### src/rtl/cds_pkg.sv
package cds_pkg;
  localparam int CDS_SAMP_W = 16;
  localparam int CDS_ACC_W  = 26;
  localparam int CDS_CNT_W  = 10;
  localparam int CDS_OUT_W  = 16;
  localparam int CDS_NWIN   = 2;
  localparam int IDX_RST    = 0;
  localparam int IDX_SIG    = 1;
endpackage

### src/rtl/cds_window_acc.sv
module cds_window_acc #(
  parameter int SAMP_W = 16,
  parameter int ACC_W  = 26,
  parameter int CNT_W  = 10
) (
  input  logic                     clk,
  input  logic                     rst_n,
  input  logic                     clear,
  input  logic                     win_en,
  input  logic signed [SAMP_W-1:0] sample,
  input  logic        [CNT_W-1:0]  limit,
  output logic signed [ACC_W-1:0]  sum,
  output logic        [CNT_W-1:0]  count,
  output logic                     take
);
  localparam int EXT_W = ACC_W - SAMP_W;

  // sign extension of one sample to accumulator width
  function automatic logic signed [ACC_W-1:0] widen(input logic signed [SAMP_W-1:0] s);
    return {{EXT_W{s[SAMP_W-1]}}, s};
  endfunction

  assign take = win_en && !clear && (count < limit);

  always_ff @(posedge clk) begin
    if (!rst_n) begin
      sum   <= '0;
      count <= '0;
    end else if (clear) begin
      sum   <= '0;
      count <= '0;
    end else if (take) begin
      sum   <= sum + widen(sample);
      count <= count + 1'b1;
    end
  end
endmodule

### src/rtl/cds_result_stage.sv
module cds_result_stage #(
  parameter int ACC_W   = 26,
  parameter int OUT_W   = 16,
  parameter int SHIFT_W = 5
) (
  input  logic                     clk,
  input  logic                     rst_n,
  input  logic                     fire,
  input  logic signed [ACC_W-1:0]  rst_sum,
  input  logic signed [ACC_W-1:0]  sig_sum,
  input  logic        [SHIFT_W-1:0] shift,
  input  logic                     invert,
  output logic        [OUT_W-1:0]  pix_data,
  output logic                     pix_valid
);
  localparam int DIFF_W = ACC_W + 1;
  localparam logic signed [DIFF_W-1:0] OUT_MAX = DIFF_W'((64'sd1 <<< (OUT_W - 1)) - 64'sd1);
  localparam logic signed [DIFF_W-1:0] OUT_MIN = ~OUT_MAX;

  // signed difference one bit wider than the sums, so it never overflows
  function automatic logic signed [DIFF_W-1:0] form_diff(
    input logic signed [ACC_W-1:0] r, input logic signed [ACC_W-1:0] s, input logic inv);
    logic signed [DIFF_W-1:0] rw, sw;
    rw = $signed({r[ACC_W-1], r});
    sw = $signed({s[ACC_W-1], s});
    return inv ? (rw - sw) : (sw - rw);
  endfunction

  // arithmetic shift, then clamp to the output range
  function automatic logic [OUT_W-1:0] scale_sat(
    input logic signed [DIFF_W-1:0] d, input logic [SHIFT_W-1:0] sh);
    logic signed [DIFF_W-1:0] t;
    t = d >>> sh;
    if (t > OUT_MAX)      return OUT_MAX[OUT_W-1:0];
    else if (t < OUT_MIN) return OUT_MIN[OUT_W-1:0];
    else                  return t[OUT_W-1:0];
  endfunction

  logic signed [DIFF_W-1:0] diff;
  assign diff = form_diff(rst_sum, sig_sum, invert);

  always_ff @(posedge clk) begin
    if (!rst_n) begin
      pix_data  <= '0;
      pix_valid <= 1'b0;
    end else begin
      pix_valid <= fire;
      if (fire) pix_data <= scale_sat(diff, shift);
    end
  end
endmodule

### src/rtl/cds_pixel_core.sv
module cds_pixel_core
  import cds_pkg::*;
#(
  parameter int SAMP_W = CDS_SAMP_W,
  parameter int ACC_W  = CDS_ACC_W,
  parameter int CNT_W  = CDS_CNT_W,
  parameter int OUT_W  = CDS_OUT_W,
  localparam int SHIFT_W = $clog2(ACC_W + 2)
) (
  input  logic                     clk,
  input  logic                     rst_n,
  input  logic                     pix_start,
  input  logic                     rst_win,
  input  logic                     sig_win,
  input  logic signed [SAMP_W-1:0] sample_in,
  input  logic [CNT_W-1:0]         cfg_rst_count,
  input  logic [CNT_W-1:0]         cfg_sig_count,
  input  logic [SHIFT_W-1:0]       cfg_shift,
  input  logic                     cfg_invert,
  output logic [OUT_W-1:0]         pix_data,
  output logic                     pix_valid
);
  logic [CDS_NWIN-1:0]       win_en;
  logic [CDS_NWIN-1:0]       take_a;
  logic [CNT_W-1:0]          lim_a [CDS_NWIN];
  logic [CNT_W-1:0]          cnt_a [CDS_NWIN];
  logic signed [ACC_W-1:0]   sum_a [CDS_NWIN];

  assign win_en[IDX_RST] = rst_win;
  assign win_en[IDX_SIG] = sig_win;
  assign lim_a[IDX_RST]  = cfg_rst_count;
  assign lim_a[IDX_SIG]  = cfg_sig_count;

  for (genvar w = 0; w < CDS_NWIN; w++) begin : g_win
    cds_window_acc #(.SAMP_W(SAMP_W), .ACC_W(ACC_W), .CNT_W(CNT_W)) acc_i (
      .clk   (clk),
      .rst_n (rst_n),
      .clear (pix_start),
      .win_en(win_en[w]),
      .sample(sample_in),
      .limit (lim_a[w]),
      .sum   (sum_a[w]),
      .count (cnt_a[w]),
      .take  (take_a[w])
    );
  end

  // named internal events for the checker
  logic                    rst_take, sig_take;
  logic signed [ACC_W-1:0] rst_sum, sig_sum;
  logic [CNT_W-1:0]        rst_cnt, sig_cnt;
  assign rst_take = take_a[IDX_RST];
  assign sig_take = take_a[IDX_SIG];
  assign rst_sum  = sum_a[IDX_RST];
  assign sig_sum  = sum_a[IDX_SIG];
  assign rst_cnt  = cnt_a[IDX_RST];
  assign sig_cnt  = cnt_a[IDX_SIG];

  logic sig_win_q;
  logic win_close;
  always_ff @(posedge clk) begin
    if (!rst_n) sig_win_q <= 1'b0;
    else        sig_win_q <= sig_win;
  end
  assign win_close = sig_win_q && !sig_win;

  cds_result_stage #(.ACC_W(ACC_W), .OUT_W(OUT_W), .SHIFT_W(SHIFT_W)) res_i (
    .clk      (clk),
    .rst_n    (rst_n),
    .fire     (win_close),
    .rst_sum  (rst_sum),
    .sig_sum  (sig_sum),
    .shift    (cfg_shift),
    .invert   (cfg_invert),
    .pix_data (pix_data),
    .pix_valid(pix_valid)
  );
endmodule

### config.mk
export PLATFORM = sky130hd
export DESIGN_NAME = cds_pixel_core
export DESIGN_NICKNAME = d
export VERILOG_FILES = /design/src/rtl/cds_pkg.sv /design/src/rtl/cds_window_acc.sv /design/src/rtl/cds_result_stage.sv /design/src/rtl/cds_pixel_core.sv
export SDC_FILE = /design/constraint.sdc
export NUM_CORES = 1
export LEC_CHECK = 0
export BUFFER_PORTS_ARGS = -buffer_cell sky130_fd_sc_hd__buf_2
export CORE_ASPECT_RATIO = 1.1
export CORE_MARGIN = 10
export CORE_UTILIZATION = 55
export CTS_CLUSTER_SIZE = 8
export DETAILED_ROUTE_END_ITERATION = 10
export PLACE_DENSITY = 0.76
export SKIP_LAST_GASP = 1
export SYNTH_ARGS = -nofsm -noshare
export SYNTH_HDL_FRONTEND = slang
export SYNTH_SLANG_ARGS = --single-unit
### constraint.sdc
create_clock -name clk -period 3.7 [get_ports clk]
set_clock_uncertainty 0.1 [all_clocks]
set_input_delay 0.37 -clock clk [delete_from_list [all_inputs] [get_ports clk]]
set_output_delay 0.37 -clock clk [all_outputs]
set_load 0.02 [all_outputs]
# Word-level counts from Yosys, hierarchy flattened
# Cells that the tools add are included.
# word_totals
out_inout_bits,17
ff_bits,90
word_cells,30
input_bits,47
# op_classes
addsub,6
bitwise_logic,1
order_cmp,4
reduce_logical,8
n_shift,1
muxes,3
# ops
cell,count
$sub 26x26->27,2
$add 26x16->26,2
$mux 16,2
$gt 27x16->1 const B,1
$lt 27x16->1 const B,1
$mux 27,1
$sshr 27x5->27,1
$add 10x1->10 const B,2
$lt 10x10->1,2
$logic_and 1x1->1,5
$logic_not 1->1,2
$reduce_or 2->1,1
$not 1->1,1

# Depth between registers and ports, before layout
# depth
ltp_word,6
depth_mapped,18
mapped_depth_nobuf,16

# Hierarchy
# A second synthesis with hierarchy kept.
# unflattened
cells_unflattened,1620
area_unflattened_um2,11867.6
# by_module_without_submodules
mod,n_inst,area_each_um2,seq_area_each_um2,cells_per_inst
cds_result_stage,1,5835.6,340.3,834
cds_window_acc at g_win[0].acc_i,1,3079.2,720.7,413
cds_window_acc at g_win[1].acc_i,1,2916.5,720.7,370
cds_pixel_core,1,36.3,20.0,3

# Worst setup path after synthesis
# No wires, ideal clock.
# synth_timing
path_type,reg2reg
from,register g_win[0].acc_i.sum[2]
to,register res_i.pix_data[13]
arrival_time_ns,3.736
required_time_ns,3.541
period_less_slack_ns,3.896
path_stages_with_launch,18
path_buffers,3
setup_ns,0.059
path_slack_ns,-0.196
path_cell_list,dfxtp_1 -> inv_1 -> ha_1 -> buf_4 -> a211o_1 -> o2111a_2 -> or4_1 -> nand2_1 -> and3_2 -> or2_1 -> buf_6 -> mux2_4 -> and3_4 -> a221o_1 -> o41ai_2 -> and2b_4 -> buf_8 -> a221o_1
# synth_between
elab_chain_cells,6
elab_cells_between_ends,8
classes_between,2 x add/sub; 2 x order compare; 1 x shift; 3 x mux
# synth_rtl
element,line_no,text
"start, declared",cds_window_acc.sv:12,"output logic signed [ACC_W-1:0] sum,"
"start signal, assigned",cds_window_acc.sv:33,sum <= sum + widen(sample);
$sub 26x26->27,cds_result_stage.sv:26,return inv ? (rw - sw) : (sw - rw);
$mux 27 *,cds_result_stage.sv:26,
$sshr 27x5->27 *,cds_result_stage.sv:33,t = d >>> sh;
$lt 27x16->1,cds_result_stage.sv:35,else if (t < OUT_MIN) return OUT_MIN[OUT_W-1:0];
$mux 16,cds_result_stage.sv:35,
$mux 16 *,cds_result_stage.sv:34,if (t > OUT_MAX) return OUT_MAX[OUT_W-1:0];
"end signal, assigned",cds_result_stage.sv:48,"if (fire) pix_data <= scale_sat(diff, shift);"
"end, declared",cds_result_stage.sv:13,"output logic [OUT_W-1:0] pix_data,"
# Every way passes the cells marked *; elsewhere a longest branch is shown, timed or not.
# A chain may end at the register's enable or synchronous reset.

# Worst setup path in the final report
# layout_timing
from,register g_win[1].acc_i.sum[0]
to,register res_i.pix_data[3]
# layout_between
elab_chain_cells,6
elab_cells_between_ends,8
classes_between,2 x add/sub; 2 x order compare; 1 x shift; 3 x mux
# layout_rtl
element,line_no
"start, declared",cds_window_acc.sv:12
"start signal, assigned",cds_window_acc.sv:33
$sub 26x26->27,cds_result_stage.sv:26
$mux 27 *,cds_result_stage.sv:26
$sshr 27x5->27 *,cds_result_stage.sv:33
$lt 27x16->1,cds_result_stage.sv:35
$mux 16,cds_result_stage.sv:35
$mux 16 *,cds_result_stage.sv:34
# Marked as above.

==> reports/qor.txt <==
Die area - 25180 um^2
CTS max path bufs - 2
Routed Antenna Nets - 0
Worst hold path type - primary input to flop
DR iter-0 viols - 940
Via density - 6.060
Failing checks - setup timing
Warnings from Yosys - 0
Die Y-Extent - 165.4 um
Final worst slack - -0.3062 ns
Post-route DRC - 0
Synth Cell Area - 10580 um^2
Post-layout net count - 1900
F_max - 249.6 MHz
Largest net degree at the start of global routing - 43
Core area - 19030 um^2
Post-Syn Nets - 1577
Clock-pin slew on the worst setup and hold paths - 0.08 ns
Unrepaired setup endpoints after global routing - yes
Wire length per cell - 17.89 um
Worst setup EP type - flop
GRT overflow - 0
EDFF count, synth - 0
Number of synthesized register bits - 90
Drt pass-1 iters - 5
Worst slew pin tran - 0.9327 ns
Place WS - -0.5299 ns
Layout area overhead - 37.00%
Rows - 53
Gpl congestion - 0.9623
Cell taking the most area after synthesis - dfxtp_1
Setup Viol. Count Final - 16
# diodes - 0
Met2 Track Usage GR - 0.4642
Critical path data required time - 3.85 ns
CTS tree - done
Met1 usage - 0.2884
Vias - 11990
Number of H-tree levels - 3
Initial antenna violation count - 0
Ys flop type - dfxtp_1
Relative slew margins - 0.3782
Met3 usage - 0.03082
Hold Buf Count CTS - 0
CTS buffer count - 9
Drt total wl - 35400 um
Post-route minimum period - 4.006 ns
Critical-path cell list - inv_2 > ha_4 > fa_2 > nand3b_1 > a21oi_2 > o21ai_2 > a211oi_2 > o22a_1 > buf_4 > mux2i_1 > o2111a_1 > a41o_1 > o21a_1 > o21ai_1 > o31a_2 > a221o_1
Synthesized instance count - 1404
GR peak layer - met2
Fin. Hold Viols - 0
Syn Area/Cell - 7.532 um^2
Placed cell count - 1935
Crit path buffers/inverters - 2
Setup CP Type - flop to flop
Share of post-route cells with drive strength above 1 - 0.3366
Initial Util - 0.5557
Startpoint types - flop
Num ports - 64
Max-capacitance violation count - 0
Post-DP HPWL - 26420 um
Slew Viols, Final - 0
Final Util - 0.7612
Vias in the first global route - 11530
Arrival time worst endpoint - 4.16 ns
Root Buffer - clkbuf_16
Top cells by area, synth - dfxtp_1 17%, ha_1 14%, a21oi_1 7.0%, nor2_1 4.7%, xnor2_1 4.5%
Fin cells - 1979
Number of I/O port buffers - 63
CP peak stage delay - 0.44 ns
Synth cell count leaders - 148 x a21oi_1, 133 x nor2_1, 122 x ha_1
Worst-skew pair later-pin latency - 0.36 ns
Maximum vdd ir drop - 0.0002481 V
CP max stage cell - o31a_2
Synth top area share - 0.1704
Most common cell in the synthesized netlist - a21oi_1
Synth async-reset ratio - 0
Status - finished with violations
Worst-path maximum fanout - 7
Period utilization - 1.083
Clock sink count - 90
CP top delay family - compound AO/OA/AOI/OAI gates
Leakage power - 0.006678 uW
Die width - 152.2 um
GRT Total Usage - 0.2537
Post-synth cell types - 87
Seq/Total Area, Yosys - 0.1704
First-pass GRT wire length - 54260 um
Pwr dens - 301.0 nW/um^2
registers in the layout, summed over array words and instances (netlist names):
register and cells:
g_win.acc_i.sum 52, g_win.acc_i.count 20, res_i.pix_data 16, res_i.pix_valid 1, sig_win_q 1
cells in the final DEF (no fill, tap or decap), types with 16 or more instances in the layout:
cell type,n
inv_1,95
buf_2,63
a21oi_1,125
nand3_1,21
nor2_1,128
nor3_1,26
xnor2_1,52
a21o_1,30
buf_4,311
xor2_1,34
and2_1,17
ha_4,20
dfxtp_1,80
a21oi_2,23
o211ai_1,16
ha_1,97
mux2i_1,21
a211oi_1,26
nand2_1,118
o21ai_0,54
nand4_1,27
final timing paths:
kind                         start                 end  slack, ns  cells past startpoint
max reg2reg  g_win[1].acc_i.sum[0]   res_i.pix_data[3]      -0.31                     16
min reg2reg      res_i.pix_data[4]   res_i.pix_data[4]       0.38                      1
max          g_win[1].acc_i.sum[0]   res_i.pix_data[3]      -0.31                     16
min                          rst_n  res_i.pix_data[15]       0.24                      2
cell families (layout without fill, tap and decap cells):
kind of cell / after synthesis / count (layout) / synth area share
compound gates: 445 / 446 / 0.2769
buf+inv: 171 / 497 / 0.06661
simple gates: 440 / 441 / 0.1991
flops: 90 / 90 / 0.1704
mux: 43 / 43 / 0.06141
xor+xnor: 89 / 89 / 0.07371
fa+ha+maj: 126 / 126 / 0.1519
what timing repair did:
item,4_1_cts,5_1_grt
endpoints found under the setup margin,20,28
setup buffers,8,20
resized for setup,56,130
gates cloned,1,1
pin swaps,33,61
power by group:
group	total, uW	internal, uW	switching, uW
clock	966	491	475
sequential	1020	1000	23.9
combinational	2370	1170	1200
total	4360	2660	1700
final cells by class:
cell class	instances	area, um^2
Inverter	99	371.6
Timing Repair Buffer	382	2749
Multi-Input combinational cell	1145	8944
Clock buffer	10	239.0
Sequential cell	90	1819
Clock inverter	6	56.30
Tap cell	247	309.0
Fill cell	1319	4544
layer usage:
| metal | vias up | share of wire |
|---|---|---|
| met5 | - | 0 |
| met4 | 0 | 0.042 |
| met3 | 124 | 0.049 |
| met2 | 458 | 0.50 |
| met1 | 5680 | 0.41 |
| li1 | 5730 | - |
through the flow:
stage	setup TNS [ns]	instance area (um^2)	total power (uW)	hold WS, ns
after floorplan	-0.5265	10670	2299	0.3507
after CTS	-3.600	13670	4116	0.2308
final	-4.295	14490	4361	0.2365
after global routing	-6.473	14490	4566	0.2430
after global placement	-7.130	13150	3060	0.3653
after detailed placement	-8.344	13150	3098	0.3730
Note: power is estimated with default switching activity, not from simulation.
